File: config.mk
export PLATFORM = sky130hd
export DESIGN_NAME = ber_status_regs
export DESIGN_NICKNAME = d
export VERILOG_FILES = /design/src/rtl/ber_stat_pkg.sv /design/src/rtl/ber_sync.sv /design/src/rtl/ber_sticky.sv /design/src/rtl/ber_irq_gate.sv /design/src/rtl/ber_status_regs.sv
export SDC_FILE = /design/constraint.sdc
export NUM_CORES = 1
export LEC_CHECK = 0
export ABC_AREA = 1
export BUFFER_PORTS_ARGS = -buffer_cell sky130_fd_sc_hd__buf_4
export CAP_MARGIN = 20
export CORE_MARGIN = 8
export CORE_UTILIZATION = 32
export CTS_BUF_LIST = sky130_fd_sc_hd__clkbuf_8
export DETAILED_ROUTE_END_ITERATION = 12
export HOLD_SLACK_MARGIN = 0.02
export PLACE_DENSITY_LB_ADDON = 0.05
export SLEW_MARGIN = 25
export SYNTH_ARGS = -nofsm -noshare
export SYNTH_HDL_FRONTEND = slang
export SYNTH_HIERARCHICAL = 1
export SYNTH_SLANG_ARGS = --single-unit
export TNS_END_PERCENT = 5
File: constraint.sdc
create_clock -name clk -period 1.9 [get_ports clk]
set_clock_uncertainty 0.05 [all_clocks]
set_input_delay 0.095 -clock clk [delete_from_list [all_inputs] [get_ports clk]]
set_output_delay 0.095 -clock clk [all_outputs]
set_load 0.05 [all_outputs]
File: src/rtl/ber_stat_pkg.sv
// Package: shared constants and latch-rule selection for the status block.
// Assumes 16-bit registers and four status flag positions.
package ber_stat_pkg;
    localparam int REG_W     = 16;
    localparam int NUM_FLAGS = 4;
    localparam int B_OOS     = 0;
    localparam int B_NZ      = 1;
    localparam int B_ERR     = 2;
    localparam int B_PM      = 3;
    localparam int CH_STRIDE = 'h80;
    localparam int OFF_LIVE  = 'h5C;
    localparam int OFF_STICK = 'h5E;

    typedef enum logic [1:0] {LR_RISE, LR_ANY, LR_EVENT} latch_rule_e;

    // Selects the sticky set rule for a flag position.
    function automatic latch_rule_e rule_of(input int b);
        case (b)
            B_OOS:   return LR_ANY;
            B_ERR:   return LR_EVENT;
            default: return LR_RISE;
        endcase
    endfunction
endpackage

File: src/rtl/ber_sync.sv
// Module: multi-stage synchronizer bank for W independent single-bit inputs.
// Assumes each input is either a level or a pulse at least one clock wide.
module ber_sync #(
    parameter int           W       = 4,
    parameter int           STAGES  = 2,
    parameter logic [W-1:0] RST_VAL = '0
) (
    input  logic         clk,
    input  logic         rst_n,
    input  logic [W-1:0] d,
    output logic [W-1:0] q
);
    logic [W-1:0] stg [STAGES];

    for (genvar s = 0; s < STAGES; s++) begin : g_stage
        if (s == 0) begin : g_first
            // First stage samples the raw inputs.
            always_ff @(posedge clk) begin
                if (!rst_n) stg[s] <= RST_VAL;
                else        stg[s] <= d;
            end
        end else begin : g_next
            // Later stages resample the previous stage.
            always_ff @(posedge clk) begin
                if (!rst_n) stg[s] <= RST_VAL;
                else        stg[s] <= stg[s-1];
            end
        end
    end

    assign q = stg[STAGES-1];
endmodule

File: src/rtl/ber_sticky.sv
// Module: sticky status bits with a per-position set rule (rise, any edge,
// or raw event), write-one-to-clear, and set taking priority over clear.
// Assumes live inputs are already synchronous to clk.
module ber_sticky
    import ber_stat_pkg::*;
#(
    parameter int           NF       = NUM_FLAGS,
    parameter logic [NF-1:0] PREV_RST = NF'(1)
) (
    input  logic          clk,
    input  logic          rst_n,
    input  logic [NF-1:0] live,
    input  logic [NF-1:0] clr,
    output logic [NF-1:0] lat_q
);
    logic [NF-1:0] prev_q;
    logic [NF-1:0] set_v;

    for (genvar b = 0; b < NF; b++) begin : g_rule
        if (rule_of(b) == LR_ANY) begin : g_any
            assign set_v[b] = live[b] ^ prev_q[b];
        end else if (rule_of(b) == LR_EVENT) begin : g_evt
            assign set_v[b] = live[b];
        end else begin : g_rise
            assign set_v[b] = live[b] & ~prev_q[b];
        end
    end

    // Remember last live values for edge detection.
    always_ff @(posedge clk) begin
        if (!rst_n) prev_q <= PREV_RST;
        else        prev_q <= live;
    end

    // Sticky update: clear by write, then set wins.
    always_ff @(posedge clk) begin
        if (!rst_n) lat_q <= '0;
        else        lat_q <= (lat_q & ~clr) | set_v;
    end


    oos_any_edge_chk: assert property (@(posedge clk) disable iff (!rst_n)
        $rose(lat_q[B_OOS]) |-> ($past(live[B_OOS]) != $past(live[B_OOS], 2)));


    nz_rise_only_chk: assert property (@(posedge clk) disable iff (!rst_n)
        $rose(lat_q[B_NZ]) |-> ($past(live[B_NZ]) && !$past(live[B_NZ], 2)));


    set_wins_chk: assert property (@(posedge clk) disable iff (!rst_n)
        $past(rst_n) |-> ((lat_q & $past(set_v)) == $past(set_v)));


    fall_needs_clr_chk: assert property (@(posedge clk) disable iff (!rst_n)
        $past(rst_n) |-> ((($past(lat_q) & ~lat_q) & ~$past(clr)) == '0));
endmodule

File: src/rtl/ber_irq_gate.sv
// Module: three-level interrupt enable chain with a registered output.
// Assumes enables are synchronous to clk.
module ber_irq_gate #(
    parameter int NF = 4
) (
    input  logic          clk,
    input  logic          rst_n,
    input  logic [NF-1:0] lat,
    input  logic [NF-1:0] bit_en,
    input  logic          port_en,
    input  logic          glob_en,
    output logic          irq_q
);
    // Register the qualified OR of enabled sticky bits.
    always_ff @(posedge clk) begin
        if (!rst_n) irq_q <= 1'b0;
        else        irq_q <= glob_en & port_en & (|(lat & bit_en));
    end


    irq_needs_chain_chk: assert property (@(posedge clk) disable iff (!rst_n)
        irq_q |-> ($past(glob_en) && $past(port_en)));


    irq_follows_chk: assert property (@(posedge clk) disable iff (!rst_n)
        ($past(rst_n) && $past(glob_en && port_en && (|(lat & bit_en)))) |-> irq_q);
endmodule

File: src/rtl/ber_status_regs.sv
// Module: top of the bit-error tester status block. Synchronizes live
// conditions, exposes live and sticky registers at a per-channel address,
// and raises a gated interrupt.
// Assumes single-cycle register accesses with combinational read data.
module ber_status_regs
    import ber_stat_pkg::*;
#(
    parameter int CHAN_IDX    = 0,
    parameter int ADDR_W      = 16,
    parameter int SYNC_STAGES = 2
) (
    input  logic              clk,
    input  logic              rst_n,
    input  logic              oos_in,
    input  logic              errcnt_nz_in,
    input  logic              snap_done_in,
    input  logic              bit_err_evt,
    input  logic              upd_req_pin,
    input  logic              sw_upd_req,
    input  logic              upd_src_sel,
    input  logic [3:0]        bit_irq_en,
    input  logic              port_irq_en,
    input  logic              glob_irq_en,
    input  logic              bus_sel,
    input  logic              bus_wr,
    input  logic [ADDR_W-1:0] bus_addr,
    input  logic [15:0]       bus_wdata,
    output logic [15:0]       bus_rdata,
    output logic              irq_out
);
    localparam int                BASE       = CHAN_IDX * CH_STRIDE;
    localparam logic [ADDR_W-1:0] LIVE_ADDR  = ADDR_W'(BASE + OFF_LIVE);
    localparam logic [ADDR_W-1:0] STICK_ADDR = ADDR_W'(BASE + OFF_STICK);
    localparam int                NIN        = 5;

    logic [NIN-1:0]       raw_in, syn;
    logic                 oos_s, nz_s, err_s, done_s, pin_s;
    logic                 req_now, req_syn;
    logic [NUM_FLAGS-1:0] live_v, clr_v, lat_v;
    logic [REG_W-1:0]     live_word;

    assign raw_in = {upd_req_pin, snap_done_in, bit_err_evt, errcnt_nz_in, oos_in};

    ber_sync #(.W(NIN), .STAGES(SYNC_STAGES), .RST_VAL(NIN'(1))) u_sync (
        .clk(clk), .rst_n(rst_n), .d(raw_in), .q(syn)
    );

    assign {pin_s, done_s, err_s, nz_s, oos_s} = syn;

    // Request as seen by the live register (raw, so a drop forces low at once).
    assign req_now = upd_src_sel ? upd_req_pin : sw_upd_req;
    // Request as seen by the edge detector (synchronized path).
    assign req_syn = upd_src_sel ? pin_s : sw_upd_req;

    always_comb begin
        live_v        = '0;
        live_v[B_OOS] = oos_s;
        live_v[B_NZ]  = nz_s;
        live_v[B_ERR] = err_s;
        live_v[B_PM]  = done_s & req_syn;
    end

    // Live register image; bit 2 and upper bits read zero.
    always_comb begin
        live_word        = '0;
        live_word[B_OOS] = oos_s;
        live_word[B_NZ]  = nz_s;
        live_word[B_PM]  = done_s & req_now;
    end

    // Write-one-to-clear strobe for the sticky register only.
    assign clr_v = (bus_sel && bus_wr && bus_addr == STICK_ADDR)
                   ? bus_wdata[NUM_FLAGS-1:0] : '0;

    ber_sticky #(.NF(NUM_FLAGS), .PREV_RST(NUM_FLAGS'(1))) u_sticky (
        .clk(clk), .rst_n(rst_n), .live(live_v), .clr(clr_v), .lat_q(lat_v)
    );

    ber_irq_gate #(.NF(NUM_FLAGS)) u_irq (
        .clk(clk), .rst_n(rst_n), .lat(lat_v), .bit_en(bit_irq_en),
        .port_en(port_irq_en), .glob_en(glob_irq_en), .irq_q(irq_out)
    );

    // Read mux: live or sticky image, zero elsewhere.
    always_comb begin
        bus_rdata = '0;
        if (bus_sel && !bus_wr) begin
            if (bus_addr == LIVE_ADDR)       bus_rdata = live_word;
            else if (bus_addr == STICK_ADDR) bus_rdata = REG_W'(lat_v);
        end
    end


    reset_clean_chk: assert property (@(posedge clk) disable iff (!rst_n)
        $past(!rst_n) |-> (lat_v == '0 && !irq_out));


    done_needs_req_chk: assert property (@(posedge clk) disable iff (!rst_n)
        (bus_sel && !bus_wr && bus_addr == LIVE_ADDR && !req_now) |-> !bus_rdata[B_PM]);
endmodule

==> results of run 1 <==
==> report_power, final <==
part           switching (W)  internal, W
Sequential        0.00000740     0.000394
Clock               0.000109     0.000140
Combinational      0.0000929    0.0000694
Total               0.000209     0.000603
==> metal layers <==
metal	global-route usage	vias up	share of wire
met4	0.0402	0	0.0080
li1	-	472	-
met2	0.121	40	0.41
met5	0	-	0
met3	0.0458	2	0.12
met1	0.103	359	0.47
==> layout by cell type, fill, tap and decap left out <==
master,count
buf_4,41
nand2_1,40
inv_1,28
dfxtp_1,18
nor2_1,17
conb_1,12
nand3_1,9
dlygate4sd3_1,5
clkbuf_8,3
nor2_2,2
a21oi_1,2
nor2_4,1
nand4_2,1
a21boi_0,1
o22ai_2,1
o21a_1,1
nand3b_1,1
o21ai_2,1
==> worst max-delay path, delay by kind of cell <==
| kind | cells | cell delay, ns |
|---|---|---|
| buffers and inverters | 3 | 0.85 |
| and+or+nand+nor | 6 | 0.36 |
==> repair_timing <==
action	in CTS	in global routing
endpoints found under the hold margin	5	0
hold buffers	5	0
setup endpoints to repair	0	0
==> cells by family after synthesis <==
logic type | count (synthesis) | share of synthesized area
AOI/OAI and AO/OA | 6 | 0.0503
buffers and inverters | 41 | 0.224
DFF | 18 | 0.392
other | 1 | 0.00408
and+or+nand+nor | 71 | 0.329
==> worst paths after layout <==
kind / from / end / slack, ns / cells past startpoint
setup / recovery: upd_req_pin / bus_rdata[3] / 0.45 / 9
hold / removal: port_irq_en / u_irq/irq_q / 0.04 / 3
setup reg to reg: u_sync/stg[1][4] / u_sticky/lat_q[3] / 1.06 / 4
hold reg to reg: u_sync/stg[0][0] / u_sync/stg[1][0] / 0.35 / 2
==> metrics by stage <==
| step | hold slack (ns) | std cells | total power, W | setup slack [ns] |
|---|---|---|---|---|
| 2_1_floorplan | 0.114 | 148 | 0.000517 | 0.414 |
| 3_3_place_gp | 0.215 | 207 | 0.000561 | 0.559 |
| 3_5_place_dp | 0.220 | 207 | 0.000564 | 0.532 |
| 4_1_cts | 0.0357 | 215 | 0.000825 | 0.434 |
| 5_1_grt | 0.0631 | 215 | 0.000857 | 0.358 |
| 6_report | 0.0418 | 215 | 0.000813 | 0.454 |
==> area by class of cell <==
type | count | area [um2] | area share
Multi-Input combinational cell | 89 | 394 | 0.304
Tap cell | 31 | 38.8 | 0.0299
Inverter | 28 | 105 | 0.0810
Sequential cell | 18 | 360 | 0.278
Timing Repair Buffer | 46 | 358 | 0.276
Clock buffer | 3 | 41.3 | 0.0318
==> sequential cells by signal (all words and copies together), names as in the netlist <==
register and count:
u_irq/irq_q 1, u_sticky/lat_q 4, u_sticky/prev_q 3, u_sync/stg 10
==> flow_summary.yaml, run 1 <==
layout:
  nets: 235
  fin_area_um2: 1300
  antenna_cells: 0
  final_util: 0.475
  nFillCells: 293
  drive_gt1_frac: 0.272
  syn_to_final_growth_pct: 41.1
job:
  max_cap_viol_count: 0
placed_design:
  gp_congestion: 0.789
  port_buffers: 41
  dp_hpwl_um: 1750
  postPlaceCellArea_um2: 1210
floorplanning:
  core-area_um2: 2730
  die_area_um2: 4850
  fp.dieH_um: 69.6
  fp-row-count: 19
  io_pins: 66
  die_w_um: 69.6
  initial_core_util: 0.336
timing:
  clock.fmax_mhz: 691
  setup-tns-final_ns: 0
  finalHoldViolCount: 0
  period_minus_slack_ns: 1.45
  finalCritPeriodShare: 0.761
  maxSlewViolCount: 0
  setup_viol: 0
  rsz0062_at_grt: "false"
route:
  ant_nets: 0
  wl_per_cell_um: 9.94
  drc: 0
  drt_iter0_markers: 19
  dr_total_vias: 873
  wirelength_um: 2140
  dr.pass1.iters: 4
  via_per_inst: 4.06
clock_network:
  cts_tree: "yes"
  cts_buffer_depth: 2
  cts.sinks: 18
  clkLatencyLatePin_ns: 0.24
  h-tree-depth: 1
  clockRootBuffer: "clkbuf_8"
  numCtsBuffers: 3
  post_cts.repair.setup_buffers: 0
  clk_pin_slew_worst_paths_ns: 0.06
  cts.repair.resized: 0
global_route:
  grt_antenna_before_repair: 0
  first_global_vias: 787
  track_usage: 0.0854
  grt_pass1_wl_um: 3460
  grt-ovfl-total: 0
  grt_max_degree: 19
synthesis:
  synth_cell_types: 17
  synth_top_cell_by_area: "dfxtp_1"
  synth-edff-count: 0
  synth.most_common_cell: "nand2_1"
  ys.warnings.count: 6
  ys_top_cells_by_area: "dfxtp_1, nand2_1, inv_1"
  synth_top_flop_cell: "dfxtp_1"
  syn_inst: 137
  netlist_area_um2: 920
  yosys-top-cells-count: "nand2_1, inv_1, dfxtp_1, nor2_1, buf_4"
  yosysSeqAreaShare: 0.392
  async_reset_ff_frac: 0
  ys_ff_latch: 18
  synth_top_area_frac: 0.392
  postSynthAreaPerCell_um2: 6.71
power_and_ir_drop:
  ir_worst_vdd_v: 0.000452
  power_density_nw_per_um2: 626
  cellLeakagePower_nw: 0.745
setup_path:
  worstPathArrival_ns: 1.30
  cpMaxStageDelayCell: "dlygate4sd3_1"
  critPathMaxFanout: 2
  crit_required_ns: 1.75
  cp-start-kind: "input port"
  crit_type: "input port to primary output"
  crit_path_max_incr_delay_ns: 0.53
  worstSetupEndpointType: "primary output"
  path_cells: "dlygate4sd3_1 -> buf_4 -> nand2_1 -> nand2_1 -> nand2_1 -> nand3_1 -> nand2_1 -> nor2_2 -> buf_4"
  cp_common_cell: "nand2_1"
run_status:
  status: "complete, no violations"
worst_hold_path:
  holdCritPathClass: "input port to flip-flop"
(Power assumes the default switching activity.)
==> run 2: changes to the inputs <==
==> constraint.sdc (replaced) <==
create_clock -name clk -period 1.5 [get_ports clk]
set_clock_uncertainty 0.05 [all_clocks]
set_input_delay 0.075 -clock clk [delete_from_list [all_inputs] [get_ports clk]]
set_output_delay 0.075 -clock clk [all_outputs]
set_load 0.05 [all_outputs]
==> run 2 against run 1 <==
Against the previous run:
- count of clock-buffer cells in the layout stayed put
- clock power is 30% higher
- die area stayed put
- final area is 1.1% higher
- sequential power is 27% higher
- critical path depth stayed put
- critical path type unchanged
- critical endpoint unchanged
==> flow_summary.yaml, run 2 (synthesis results as in run 1) <==
setup_path:
  crit_required_ns: 1.37
  rrSetupSlack_ns: 0.65
  startpoint: "upd_req_pin"
  critPathMaxFanout: 2
  crit_type: "input port to primary output"
  reg2reg_from: "u_sync/stg[1][4]"
  cp-start-kind: "input port"
  crit_buf_inv: 3
  path_delay_family: "buffers and inverters"
  endpoint: "bus_rdata[3]"
  path_cells: "dlygate4sd3_1 -> buf_4 -> nand2_1 -> nand2_1 -> nand2_1 -> nand3_1 -> nand2_1 -> nor2_2 -> buf_6"
  rr_worst_depth: 4
  critical_path_cell_count: 9
  worstSetupEndpointType: "primary output"
  crit_path_max_incr_delay_ns: 0.52
  cp_common_cell: "nand2_1"
  cpMaxStageDelayCell: "dlygate4sd3_1"
  r2r_end: "u_sticky/lat_q[3]"
  worstPathArrival_ns: 1.27
layout:
  nFillCells: 266
  reg_top3: "u_sync/stg: 10 flops, u_sticky/lat_q: 4 flops, u_sticky/prev_q: 3 flops"
  antenna_cells: 0
  fin_area_um2: 1310
  multiInputGateArea_um2: 394
  largest_reg_flops: 10
  nets: 236
  seq_area_um2: 360
  syn_to_final_growth_pct: 42.6
  drive_gt1_frac: 0.270
  largest-register: "u_sync/stg"
  final_cell_mix: "nand2_1, buf_4, inv_1, dfxtp_1, nor2_1"
floorplanning:
  die_w_um: 69.6
  fp.dieH_um: 69.6
  fp-row-count: 19
  io_pins: 66
  initial_core_util: 0.336
  core-area_um2: 2730
  die_area_um2: 4850
clock_network:
  numCtsBuffers: 3
  h-tree-depth: 1
  cts_buffer_depth: 2
  cts.sinks: 18
  clkLatencyLatePin_ns: 0.25
  clockRootBuffer: "clkbuf_8"
  clk_pin_slew_worst_paths_ns: 0.06
  cts_tree: "yes"
route:
  wirelength_um: 2160
  drc: 0
  via_per_inst: 4.09
  drt_iter0_markers: 20
  dr_total_vias: 883
  dr.pass1.iters: 4
  wl_per_cell_um: 9.99
  ant_nets: 0
global_route:
  grt-ovfl-total: 0
  grt_pass1_wl_um: 3460
  track_usage: 0.0868
  first_global_vias: 762
  grt_max_degree: 19
  grt_antenna_before_repair: 0
timing:
  setup-tns-final_ns: 0
  maxSlewViolCount: 0
  clock.fmax_mhz: 719
  finalCritPeriodShare: 0.928
  period_minus_slack_ns: 1.39
  rsz0062_at_grt: "false"
  finalHoldViolCount: 0
  setup_viol: 0
  worst_slack_ns: 0.108
power_and_ir_drop:
  power_density_nw_per_um2: 793
  cellLeakagePower_nw: 0.749
  ir_worst_vdd_v: 0.000551
worst_hold_path:
  holdCritPathClass: "input port to flip-flop"
placed_design:
  gp_congestion: 0.789
  dp_slack_ns: 0.162
  port_buffers: 41
  postPlaceCellArea_um2: 1210
  dp_hpwl_um: 1750
run_status:
  status: "complete, no violations"
job:
  max_cap_viol_count: 0
run 2: changes by cell type in the layout (fill, tap and decap cells not counted), sizes merged:
cell | before | now
dlygate4sd3 | 5 | 6
run 2: worst register-to-register path, stage by stage, from the launching register on:
cell and delay [ns]:
dfxtp_1 0.30, nand2_1 0.04, a21boi_0 0.17, nand2_1 0.11
o21ai_2 0.12
run 2: final cells by class:
type | instances | area share
multi-input combinational | 89 | 0.301
timing repair buffer | 47 | 0.283
sequential | 18 | 0.275
inverter | 28 | 0.0802
clock buffer | 3 | 0.0315
tap | 31 | 0.0296
run 2: repair_timing:
action / 4_1_cts / 5_1_grt
endpoints found under the setup margin: 0 / 1
gates resized for setup: 0 / 1
endpoints found under the hold margin: 6 / 0
buffers inserted: 0 / 0
hold buffers: 6 / 0
run 2: how the worst min path moves through the flow:
stage	cells past startpoint	startpoint	to	slack, ns
after floorplan	1	rst_n	u_sticky/prev_q[0]	0.09
after global routing	3	glob_irq_en	u_irq/irq_q	0.06
after global placement	3	oos_in	u_sync/stg[0][0]	0.20
after CTS	3	glob_irq_en	u_irq/irq_q	0.02
after detailed placement	3	oos_in	u_sync/stg[0][0]	0.20
final	3	glob_irq_en	u_irq/irq_q	0.03
run 2: layer usage:
| layer | GRT usage | vias to the layer above | share of wire |
|---|---|---|---|
| li1 | - | 473 | - |
| met1 | 0.102 | 361 | 0.44 |
| met2 | 0.119 | 45 | 0.41 |
| met3 | 0.0486 | 4 | 0.13 |
| met4 | 0.0536 | 0 | 0.018 |
| met5 | 0 | - | 0 |
run 2: per-stage QoR:
step                utilization  total power, W  instances  hold WS, ns
CTS                       0.478         0.00106        216       0.0213
global placement          0.441        0.000711        207        0.195
floorplan                     -        0.000655        148       0.0938
finish                    0.480         0.00104        216       0.0349
global route              0.480         0.00109        216       0.0596
detailed placement        0.441        0.000714        207        0.200
run 2: power breakdown:
part           leakage [nW]  internal (W)  switching [W]  total [W]
Combinational         0.580     0.0000896       0.000118   0.000207
Sequential            0.148      0.000499     0.00000919   0.000508
Clock                0.0216      0.000178       0.000146   0.000324
